[config.mk]
export PLATFORM = sky130hd
export DESIGN_NAME = mux_rd_seq
export DESIGN_NICKNAME = d
export VERILOG_FILES = /design/src/rtl/rd_seq_pkg.sv /design/src/rtl/rd_phase_gen.sv /design/src/rtl/rd_seq_fsm.sv /design/src/rtl/rd_data_path.sv /design/src/rtl/mux_rd_seq.sv
export SDC_FILE = /design/constraint.sdc
export NUM_CORES = 1
export LEC_CHECK = 0
export BUFFER_PORTS_ARGS = -buffer_cell sky130_fd_sc_hd__buf_2
export CORE_ASPECT_RATIO = 1.5
export CORE_MARGIN = 2
export CORE_UTILIZATION = 41
export CTS_CLUSTER_DIAMETER = 200
export DETAILED_ROUTE_END_ITERATION = 16
export PLACE_DENSITY = 0.75
export REMOVE_ABC_BUFFERS = 1
export SETUP_SLACK_MARGIN = 0.4
export SLEW_MARGIN = 15
export SYNTH_ARGS = -nofsm -noshare
export SYNTH_HDL_FRONTEND = slang
export SYNTH_SLANG_ARGS = --single-unit
[constraint.sdc]
create_clock -name clk -period 1.35 [get_ports clk]
set_input_delay 0.3375 -clock clk [delete_from_list [all_inputs] [get_ports clk]]
set_output_delay 0.3375 -clock clk [all_outputs]
set_load 0.1 [all_outputs]
[src/rtl/rd_seq_pkg.sv]
package rd_seq_pkg;

    localparam int NUM_PHASES = 4;
    localparam int PHASE_W    = $clog2(NUM_PHASES);

    localparam logic [PHASE_W-1:0] PH_Q1 = PHASE_W'(0);
    localparam logic [PHASE_W-1:0] PH_Q4 = PHASE_W'(NUM_PHASES - 1);

    typedef enum logic [2:0] {
        ST_IDLE = 3'd0,
        ST_ADDR = 3'd1,
        ST_HOLD = 3'd2,
        ST_REL  = 3'd3,
        ST_READ = 3'd4
    } seq_state_t;

endpackage

[src/rtl/rd_phase_gen.sv]
module rd_phase_gen
    import rd_seq_pkg::*;
(
    input  logic               clk,
    input  logic               rst,
    output logic [PHASE_W-1:0] phase,
    output logic               last
);

    always_ff @(posedge clk) begin
        if (rst) begin
            phase <= PH_Q1;
        end else if (phase == PH_Q4) begin
            phase <= PH_Q1;
        end else begin
            phase <= phase + PHASE_W'(1);
        end
    end

    assign last = (phase == PH_Q4);

endmodule

[src/rtl/rd_seq_fsm.sv]
module rd_seq_fsm
    import rd_seq_pkg::*;
(
    input  logic clk,
    input  logic rst,
    input  logic req,
    input  logic last,
    output logic accept,
    output logic capture,
    output logic ale,
    output logic drive,
    output logic oe_n
);

    seq_state_t state, state_nx;

    // state register
    always_ff @(posedge clk) begin
        if (rst) begin
            state <= ST_IDLE;
        end else begin
            state <= state_nx;
        end
    end

    // transitions
    always_comb begin
        state_nx = state;
        unique case (state)
            ST_IDLE: if (last && req) state_nx = ST_ADDR;
            ST_ADDR: state_nx = ST_HOLD;
            ST_HOLD: state_nx = ST_REL;
            ST_REL:  state_nx = ST_READ;
            ST_READ: state_nx = req ? ST_ADDR : ST_IDLE;
            default: state_nx = ST_IDLE;
        endcase
    end

    // outputs
    always_comb begin
        accept  = 1'b0;
        capture = 1'b0;
        ale     = 1'b0;
        drive   = 1'b0;
        oe_n    = 1'b1;
        unique case (state)
            ST_IDLE: accept = last && req;
            ST_ADDR: begin
                ale   = 1'b1;
                drive = 1'b1;
            end
            ST_HOLD: drive = 1'b1;
            ST_REL:  oe_n = 1'b0;
            ST_READ: begin
                oe_n    = 1'b0;
                capture = 1'b1;
                accept  = req;
            end
            default: ;
        endcase
    end

    // the read phase always covers exactly two ticks
    a_r6_oe_two_ticks: assert property (@(posedge clk) disable iff (rst)
        $fell(oe_n) |=> !oe_n);

    // a capture is always the last tick of a read
    a_r9_capture_ends_read: assert property (@(posedge clk) disable iff (rst)
        capture |=> oe_n);

endmodule

[src/rtl/rd_data_path.sv]
module rd_data_path #(
    parameter int BUS_W = 16
) (
    input  logic             clk,
    input  logic             rst,
    input  logic             accept,
    input  logic             capture,
    input  logic [BUS_W-1:0] addr_in,
    input  logic [BUS_W-1:0] bus_in,
    output logic [BUS_W-1:0] addr_q,
    output logic [BUS_W-1:0] data_q,
    output logic             valid_q
);

    always_ff @(posedge clk) begin
        if (rst) begin
            addr_q <= '0;
        end else if (accept) begin
            addr_q <= addr_in;
        end
    end

    always_ff @(posedge clk) begin
        if (rst) begin
            data_q  <= '0;
            valid_q <= 1'b0;
        end else begin
            valid_q <= capture;
            if (capture) begin
                data_q <= bus_in;
            end
        end
    end

    // a valid pulse lasts one tick
    a_r8_valid_one_tick: assert property (@(posedge clk) disable iff (rst)
        valid_q |=> !valid_q);

    // data changes only together with a valid pulse
    a_r8_data_holds: assert property (@(posedge clk) disable iff (rst)
        !valid_q |-> $stable(data_q) || $past(rst));

endmodule

[src/rtl/mux_rd_seq.sv]
module mux_rd_seq
    import rd_seq_pkg::*;
#(
    parameter int BUS_W = 16
) (
    input  logic             clk,
    input  logic             rst,
    input  logic             rd_req,
    input  logic [BUS_W-1:0] rd_addr,
    output logic [BUS_W-1:0] bus_out,
    output logic             bus_oe,
    input  logic [BUS_W-1:0] bus_in,
    output logic             ale,
    output logic             oe_n,
    output logic             wr_n,
    output logic [BUS_W-1:0] rd_data,
    output logic             rd_valid,
    output logic [1:0]       q_phase
);

    logic [PHASE_W-1:0] phase;
    logic               last;
    logic               accept;
    logic               capture;

    rd_phase_gen u_phase (
        .clk   (clk),
        .rst   (rst),
        .phase (phase),
        .last  (last)
    );

    rd_seq_fsm u_fsm (
        .clk     (clk),
        .rst     (rst),
        .req     (rd_req),
        .last    (last),
        .accept  (accept),
        .capture (capture),
        .ale     (ale),
        .drive   (bus_oe),
        .oe_n    (oe_n)
    );

    rd_data_path #(.BUS_W(BUS_W)) u_path (
        .clk     (clk),
        .rst     (rst),
        .accept  (accept),
        .capture (capture),
        .addr_in (rd_addr),
        .bus_in  (bus_in),
        .addr_q  (bus_out),
        .data_q  (rd_data),
        .valid_q (rd_valid)
    );

    assign wr_n    = 1'b1;
    assign q_phase = 2'(phase);

    // never drive the bus while the memory may be driving it
    a_r6_no_contention: assert property (@(posedge clk) disable iff (rst)
        !(bus_oe && !oe_n));

    // ALE only in Q1 and only with the address driven
    a_r4_ale_in_q1: assert property (@(posedge clk) disable iff (rst)
        ale |-> (phase == PH_Q1) && bus_oe);

    // ALE high for one tick
    a_r4_ale_one_tick: assert property (@(posedge clk) disable iff (rst)
        ale |=> !ale);

    // address held and driven after ALE falls
    a_r5_addr_hold: assert property (@(posedge clk) disable iff (rst)
        $fell(ale) |-> bus_oe && $stable(bus_out));

    // a valid pulse follows a tick with OE low
    a_r7_valid_after_oe: assert property (@(posedge clk) disable iff (rst)
        rd_valid |-> $past(!oe_n) && oe_n);

    // write strobe inactive
    a_r10_wr_high: assert property (@(posedge clk) disable iff (rst)
        wr_n);

endmodule

==> results of run 1 <==
-- power by group --
group	switching, W	internal (W)
registers	0.0000297	0.00114
clock network	0.000357	0.000394
logic	0.000309	0.000229
-- routing by layer --
layer,routed length [um],vias up,GRT usage [%]
met5,0,-,0
met4,240,0,11.3
met3,349,17,4.68
met2,3050,68,43.0
met1,1960,694,20.6
li1,-,665,-
-- layout by cell type, fill, tap and decap left out, drive strengths merged --
master  netlist  layout
mux2i        32      32
nor3b         2       2
nand2b       32      32
dfxtp        38      38
o21ai         1       1
nor2         17      17
mux2          1       1
and2b         1       1
clkbuf        5       6
ha            1       1
xnor2         1       1
conb          1       1
a21oi         1       1
nor3          4       4
buf           6     100
nor2b         2       2
and3b         1       1
-- metrics by stage --
step                setup WS [ps]  TNS, ps  std cells  hold WS [ps]
floorplan                   -1220   -26700        135           409
global placement            -11.9    -11.9        260           494
detailed placement          -36.1    -44.7        260           502
CTS                          -219     -540        276           296
global route                 -257    -1970        284           308
finish                       -229    -1310        284           305
-- critical path: cells and delay by family, from the launching register on --
family          cells  cell delay, ps
compound gates      1             150
buf+inv             1             190
flops               1             370
simple gates        1             260
-- flip-flops by register name, indices dropped and copies added, names as in the netlist --
name            count
u_path.valid_q      1
u_fsm.state         3
u_path.data_q      16
u_path.addr_q      16
u_phase.phase       2
-- area by class of cell --
cell class / instances / share of cell area (%)
timing repair buffer: 100 / 40.9
sequential: 38 / 27.0
clock buffer: 6 / 2.73
multi-input combinational: 97 / 27.6
tap: 43 / 1.78
-- what timing repair did --
| action | 4_1_cts | 5_1_grt |
|---|---|---|
| pin swaps | 3 | 6 |
| resized for setup | 62 | 16 |
| endpoints found under the setup margin | 72 | 73 |
| gates cloned | 3 | 0 |
| setup buffers | 7 | 8 |
-- worst max path at each step --
stage	start	to	slack, ps	cells after the start
floorplan	u_fsm.state[1]$_SDFFE_PP0P_	oe_n	-1220	2
global placement	u_fsm.state[2]$_SDFFE_PP0P_	oe_n	-10	3
detailed placement	u_fsm.state[2]$_SDFFE_PP0P_	oe_n	-40	3
CTS	u_fsm.state[2]$_SDFFE_PP0P_	oe_n	-220	3
global route	u_fsm.state[2]$_SDFFE_PP0P_	ale	-260	3
finish	u_fsm.state[2]$_SDFFE_PP0P_	oe_n	-230	3
-- cells by family (layout without fill, tap and decap cells) --
logic type | count (synthesis) | after routing | synth area share, %
simple gates | 59 | 59 | 22.2
flops | 38 | 38 | 48.8
mux | 33 | 33 | 21.3
buf+inv | 11 | 106 | 5.30
compound gates | 2 | 2 | 0.883
fa+ha+maj | 1 | 1 | 0.802
other cells | 1 | 1 | 0.241
xor+xnor | 1 | 1 | 0.562
==> results.cfg, run 1 <==
[clock_tree]
cts_buffers = 5
numClockSinks = 38
clockRootBuffer = clkbuf_8
htreeDepth = 2
cts.path.max_buffers = 2
clk_latency_ps = 280
cts_hold_buf = 0
clkSlewWorstSetupHoldPaths_ps = 70
cts_tree = yes

[yosys]
ys_ff_latch = 38
yosys.area.top_type_share_pct = 48.8
synth_commonest_cells = dfxtp_1, mux2i_1, nand2b_1
synth_cells = 146
seq_area_frac_synth_pct = 48.8
synth_area_leaders = dfxtp_1, mux2i_1, nand2b_1, nor2_1, buf_12
synth-edff-count = 0
synth_top_cell_by_area = dfxtp_1
post-synth-top-count-cell = dfxtp_1
yosys_warnings = 0
synth_ff_type = dfxtp_1
yosysUniqueCellTypes = 23
avgSynthCellArea_um2 = 10.7
async_reset_ff_share_pct = 0
syn_area_um2 = 1560

[layout]
multi_input_area_um2 = 836
post-route-util_pct = 83.1
stdcell_area_um2 = 3030
drive_gt1_share_pct = 67.2
fin_nets = 278
fill_cells = 184
diodes = 0
area_delta_synth_final_pct = 94.4
ff_latch_area_um2 = 818

[placed_design]
place.gp.congestion = 0.773
io_buffers = 72
dp_hpwl_mm = 2.79
dpl_cell_area_um2 = 2550

[critical_path]
ff2ff_setup_slack_ps = -120
arrival_ps = 1240
crit_path_top_delay_cell = dfxtp_2
timing.rr.end = u_path.data_q[4]$_SDFFE_PP0N_
endpoint_kind = output port
crit_type = flip-flop to output port
required_ps = 1010
reg2reg_from = u_fsm.state[1]$_SDFFE_PP0P_
reg2regPathDepth = 6
path_cells = and2b_2 -> a21oi_4 -> buf_12
max_stage_delay_ps = 370
startpoint_type = flip-flop
worstPathMaxFanout = 4

[detailed_routing]
vias = 1444
drtIter0Drc = 17
wire_per_inst_um = 19.7
post_drt_via_cell_ratio = 5.08
first_pass_iters = 4
drt_drc_violations_left = 0
drt-total-wl_mm = 5.60
antenna_left = 0

[worst_hold_path]
hold_path.class = primary input to flip-flop
hold_start = rd_addr[9]
hold_end = u_path.addr_q[9]$_SDFFE_PP0P_
hold_path_depth = 3

[timing]
fin_crit_ps = 1580
clock.fmax_ghz = 0.633
maxSlewViolCount = 0
hold_viol = 0
timing.final.ws_setup_ps = -229
clock_skew_ps = 6.05
rsz0062_at_grt = true
setup_viol = 15
fin_crit_sh_pct = 117

[global_routing]
grt_first_pass_wirelength_mm = 6.78
grt_max_degree = 55
globalRouteTotalUtil_pct = 22.5
grt_overflow_total = 0
antenna_found_initial = 0
grt_pass1_vias = 1453

[power_and_ir_drop]
power.total_w = 0.00246
power.leakage_nw = 1.21
ir_worst_vdd_mv = 0.855
power_density_nw_per_um2 = 812

[status]
status = finished with violations
violations = setup timing

[die]
dieArea_um2 = 4320
core-area_um2 = 3650
start_util_pct = 42.7
io_pins = 74
dieWidth_um = 54.4
num_rows = 27
die_y_um = 79.5

[flow_run]
max_cap_viol_count = 0
(Power assumes the default switching activity.)
==> run 2, diff against run 1 <==
==> constraint.sdc (replaced) <==
create_clock -name clk -period 1.35 [get_ports clk]
set_input_delay 0.0675 -clock clk [delete_from_list [all_inputs] [get_ports clk]]
set_output_delay 0.0675 -clock clk [all_outputs]
set_load 0.1 [all_outputs]
==> run 2 against run 1 <==
The flow still finishes with violations (setup timing). Via count decreased by 6.7%. Cell area decreased by 2.0%. Clock power increased by 29%. Clock skew decreased by 2.2 ps. Critical endpoint is now u_path.data_q[1]$_SDFFE_PP0N_. Worst hold slack got worse by 280 ps. Combinational power increased by 3%. Flip-flop and latch count unchanged. Sequential power about the same. Global-route usage decreased by 3.5 points. First-iteration DRC count decreased by 5.9%.
==> results.cfg, run 2 (synthesis gave the netlist of run 1 again) <==
[status]
status = finished with violations
violations = setup timing

[timing]
fin_crit_sh_pct = 103
finalSetupTns_ps = -117
maxSlewViolCount = 0
hold_viol = 0
setup_viol = 5
rsz0062_at_grt = true
timing.final.ws_setup_ps = -42.6
clock_skew_ps = 3.86
clock.fmax_ghz = 0.718
fin_crit_ps = 1390

[critical_path]
startpoint_type = flip-flop
reg2reg_from = u_fsm.state[1]$_SDFFE_PP0P_
cp-endpoint = u_path.data_q[1]$_SDFFE_PP0N_
timing.rr.end = u_path.data_q[1]$_SDFFE_PP0N_
crit_path_start = u_fsm.state[1]$_SDFFE_PP0P_
ff2ff_setup_slack_ps = -40
arrival_ps = 1570
endpoint_kind = flip-flop
reg2regPathDepth = 6
crit_type = flip-flop to flip-flop
required_ps = 1530
worstPathMaxFanout = 9

[clock_tree]
clkSlewWorstSetupHoldPaths_ps = 80
cts.path.max_buffers = 2
clk_latency_ps = 290
htreeDepth = 2
cts_tree = yes
clockRootBuffer = clkbuf_8
cts_hold_buf = 0
cts_buffers = 5
numClockSinks = 38

[global_routing]
antenna_found_initial = 0
grt_first_pass_wirelength_mm = 5.80
grt_max_degree = 32
grt_pass1_vias = 1342
grt_overflow_total = 0
globalRouteTotalUtil_pct = 19.0

[detailed_routing]
vias = 1347
drt_drc_violations_left = 0
drtIter0Drc = 16
antenna_left = 0
drt-total-wl_mm = 5.05
post_drt_via_cell_ratio = 4.85
first_pass_iters = 4
wire_per_inst_um = 18.2

[die]
num_rows = 27
dieWidth_um = 54.4
dieArea_um2 = 4320
io_pins = 74
core-area_um2 = 3650
start_util_pct = 42.7
die_y_um = 79.5

[layout]
ff_latch_area_um2 = 815
final_common_cell = buf_12
fill_cells = 188
reg.largest.list = u_path.addr_q: 16 flops, u_path.data_q: 16 flops, u_fsm.state: 3 flops
multi_input_area_um2 = 816
diodes = 0
area_delta_synth_final_pct = 90.5
layout_common_cells = buf_12, buf_2, nand2b_1, dfxtp_2, mux2i_1
fin_nets = 270
drive_gt1_share_pct = 63.8

[placed_design]
place.gp.congestion = 0.710
place_ws_ps = 46.6
io_buffers = 72
dp_hpwl_mm = 2.33

[power_and_ir_drop]
power_density_nw_per_um2 = 906
power.leakage_nw = 1.16
ir_worst_vdd_mv = 0.809

[flow_run]
max_cap_viol_count = 0

[worst_hold_path]
hold_path.class = primary input to flip-flop
-- run 2: worst min-delay path by stage --
| stage | startpoint | cells past startpoint | to | slack, ps |
|---|---|---|---|---|
| floorplan | rst | 1 | u_phase.phase[0]$_SDFF_PP0_ | 140 |
| global route | rd_addr[5] | 3 | u_path.addr_q[5]$_SDFFE_PP0P_ | 30 |
| finish | rd_addr[13] | 3 | u_path.addr_q[13]$_SDFFE_PP0P_ | 20 |
| detailed placement | bus_in[11] | 3 | u_path.data_q[11]$_SDFFE_PP0N_ | 310 |
| global placement | bus_in[10] | 3 | u_path.data_q[10]$_SDFFE_PP0N_ | 300 |
| CTS | bus_in[10] | 3 | u_path.data_q[10]$_SDFFE_PP0N_ | 7 |
-- run 2: what timing repair did --
action,in CTS,in global routing
pin swaps,5,3
hold endpoints to repair,0,0
cloned,1,1
endpoints found under the setup margin,73,66
setup buffers,7,6
gates resized for setup,139,64
-- run 2: area by class of cell --
cell class                 count  area share (%)
timing repair buffer          92            39.6
tap                           43            1.81
clock inverter                 2            1.26
multi-input combinational     97            27.5
clock buffer                   6            2.44
sequential                    38            27.4
-- run 2: critical path, stage by stage, from the launching register on --
cell	delay, ps
dfxtp_4	350
buf_6	120
nor3b_4	190
buf_6	150
buf_12	140
mux2i_2	240
nor2_1	90
-- run 2: report_power, final --
part / switching (W) / leakage (nW) / internal [W]
Sequential: 0.0000276 / 0.325 / 0.00114
Combinational: 0.000313 / 0.782 / 0.000241
Clock: 0.000414 / 0.0514 / 0.000551
-- run 2: per-layer routing --
layer | wire length (um) | vias to the layer above | part of all wire (%) | GRT usage [%]
met5 | 0 | - | 0 | 0
met4 | 146 | 0 | 2.9 | 11.8
met3 | 266 | 11 | 5.3 | 4.68
met2 | 2820 | 61 | 56 | 35.1
met1 | 1820 | 627 | 36 | 17.2
li1 | - | 648 | - | -
-- run 2: metrics by stage --
step	total power, W	hold slack (ps)	utilization [%]	instances	instance area [um^2]
CTS	0.00264	6.77	73.7	271	2690
global placement	0.00158	304	55.3	255	2020
detailed placement	0.00158	314	55.3	255	2020
global route	0.00278	31.2	81.4	278	2970
finish	0.00269	20.0	81.4	278	2970
floorplan	0.00144	139	-	135	1480
==> run 3, diff against run 2 <==
Settings changed: CAP_MARGIN set to 10, CORE_ASPECT_RATIO 1.5 to 0.75, CORE_UTILIZATION 41 to 45, PLACE_DENSITY 0.75 to 0.78.
Clock period 1.35 ns to 1.7 ns, I/O delays scaled along.
==> run 3 against run 2 <==
Register-to-register slack better by 440 ps. Via count shrank 8.6%. Highest routed layer unchanged. Worst hold slack gained 12 ps. Combinational power shrank 42%. Critical endpoint is now oe_n. Die area is 8.5% lower. Critical path depth down 3. The run now ends clean. Clock-buffer cell count unchanged. Sequential share of layout area is 7.9 points higher.
==> results.cfg, run 3 (synthesis gave the netlist of run 1 again) <==
[status]
status = complete, no violations

[die]
core-area_um2 = 3310
start_util_pct = 47.1
die_y_um = 55.0
dieArea_um2 = 3960
io_pins = 74
num_rows = 18
dieWidth_um = 72.0

[global_routing]
grt_max_degree = 55
globalRouteTotalUtil_pct = 16.3
antenna_found_initial = 0
grt_first_pass_wirelength_mm = 4.74
grt_pass1_vias = 1006
grt_overflow_total = 0

[detailed_routing]
first_pass_iters = 4
drt_drc_violations_left = 0
wire_per_inst_um = 12.1
post_drt_via_cell_ratio = 4.66
antenna_left = 0
drtIter0Drc = 61
vias = 1231
drt-total-wl_mm = 3.19

[critical_path]
startpoint_type = flip-flop
reg2regPathDepth = 5
required_ps = 1620
reg2reg_from = u_phase.phase[0]$_SDFF_PP0_
path_cells = and2b_2 -> a21oi_4 -> buf_12
crit_path_top_delay_cell = dfxtp_4
max_stage_delay_ps = 360
worstPathMaxFanout = 3
endpoint_kind = output port
arrival_ps = 1230
timing.rr.end = u_path.addr_q[8]$_SDFFE_PP0P_
ff2ff_setup_slack_ps = 400
crit_type = flip-flop to output port

[power_and_ir_drop]
ir_worst_vdd_mv = 0.548
power.leakage_nw = 0.960
power_density_nw_per_um2 = 858

[clock_tree]
cts.path.max_buffers = 2
cts_tree = yes
numClockSinks = 38
clk_latency_ps = 280
cts_buffers = 5
clkSlewWorstSetupHoldPaths_ps = 70
htreeDepth = 2
clockRootBuffer = clkbuf_8
cts_hold_buf = 0

[timing]
clock.fmax_ghz = 0.758
maxSlewViolCount = 0
fin_crit_sh_pct = 77.6
finalSetupTns_ps = 0
hold_viol = 0
fin_crit_ps = 1320
clock_skew_ps = 2.04
setup_viol = 0
rsz0062_at_grt = true

[layout]
fin_nets = 259
post-route-util_pct = 66.1
multi_input_area_um2 = 763
ff_latch_area_um2 = 774
reg.largest.list = u_path.addr_q: 16 flops, u_path.data_q: 16 flops, u_fsm.state: 3 flops
fill_cells = 288
area_delta_synth_final_pct = 40.4
drive_gt1_share_pct = 46.0
diodes = 0
layout_common_cells = buf_2, dfxtp_1, mux2i_1, nand2b_1, nor2_1
final_common_cell = buf_2
stdcell_area_um2 = 2190

[flow_run]
max_cap_viol_count = 0

[placed_design]
dpl_cell_area_um2 = 1960
io_buffers = 72
place.gp.congestion = 0.731
dp_hpwl_mm = 2.11

[worst_hold_path]
hold_path_depth = 3
hold_path.class = primary input to flip-flop
hold_start = bus_in[6]
hold_end = u_path.data_q[6]$_SDFFE_PP0N_
run 3: worst max-delay path by stage:
stage                                          endpoint                        start  slack, ps  depth (start not counted)
after global placement                              ale  u_fsm.state[0]$_SDFFE_PP0P_        400                          3
after CTS                                           ale  u_fsm.state[2]$_SDFFE_PP0P_        380                          3
after global routing      u_path.addr_q[0]$_SDFFE_PP0P_  u_phase.phase[0]$_SDFF_PP0_        330                          5
after detailed placement                            ale  u_fsm.state[0]$_SDFFE_PP0P_        390                          3
after floorplan                                    oe_n  u_fsm.state[1]$_SDFFE_PP0P_       -620                          2
final                                              oe_n  u_fsm.state[2]$_SDFFE_PP0P_        380                          3
run 3: cell type report:
cell class / count / area share (%)
Clock buffer: 6 / 3.77
Clock inverter: 2 / 0.571
Sequential cell: 38 / 35.4
Timing Repair Buffer: 81 / 23.1
Multi-Input combinational cell: 97 / 34.9
Tap cell: 40 / 2.29
run 3: metrics by stage:
| step | cells | setup slack, ps | total power, W | hold slack, ps |
|---|---|---|---|---|
| after floorplan | 135 | -619 | 0.00115 | 156 |
| after global placement | 250 | 398 | 0.00123 | 320 |
| after detailed placement | 250 | 388 | 0.00123 | 328 |
| after CTS | 261 | 378 | 0.00189 | 27.2 |
| after global routing | 264 | 332 | 0.00195 | 38.8 |
| final | 264 | 381 | 0.00188 | 31.9 |
run 3: worst max-delay path: cells and delay by family (launching register included):
kind                   cells  cell delay, ps
flip-flops                 1             360
AO/OA/AOI/OAI              1             160
buffers and inverters      1             190
AND/OR/NAND/NOR            1             240
run 3: timing repair:
| action | in CTS | in global routing |
|---|---|---|
| setup endpoints to repair | 15 | 32 |
| gates cloned | 0 | 1 |
| buffers inserted | 3 | 2 |
| gates resized for setup | 16 | 6 |
| pin swaps | 2 | 1 |
run 3: per-layer routing:
layer  part of all wire, %  up-vias  GRT usage (%)
met5                     0        -              0
met4                   1.5        0           8.49
met3                   4.1        5           3.80
met2                    48       36           27.8
met1                    46      562           19.7
li1                      -      628              -
run 3: where the power goes:
| group | switching, W | leakage [nW] | internal, W |
|---|---|---|---|
| Sequential | 0.0000150 | 0.310 | 0.000906 |
| Clock | 0.000312 | 0.0472 | 0.000326 |
| Combinational | 0.000215 | 0.603 | 0.000104 |
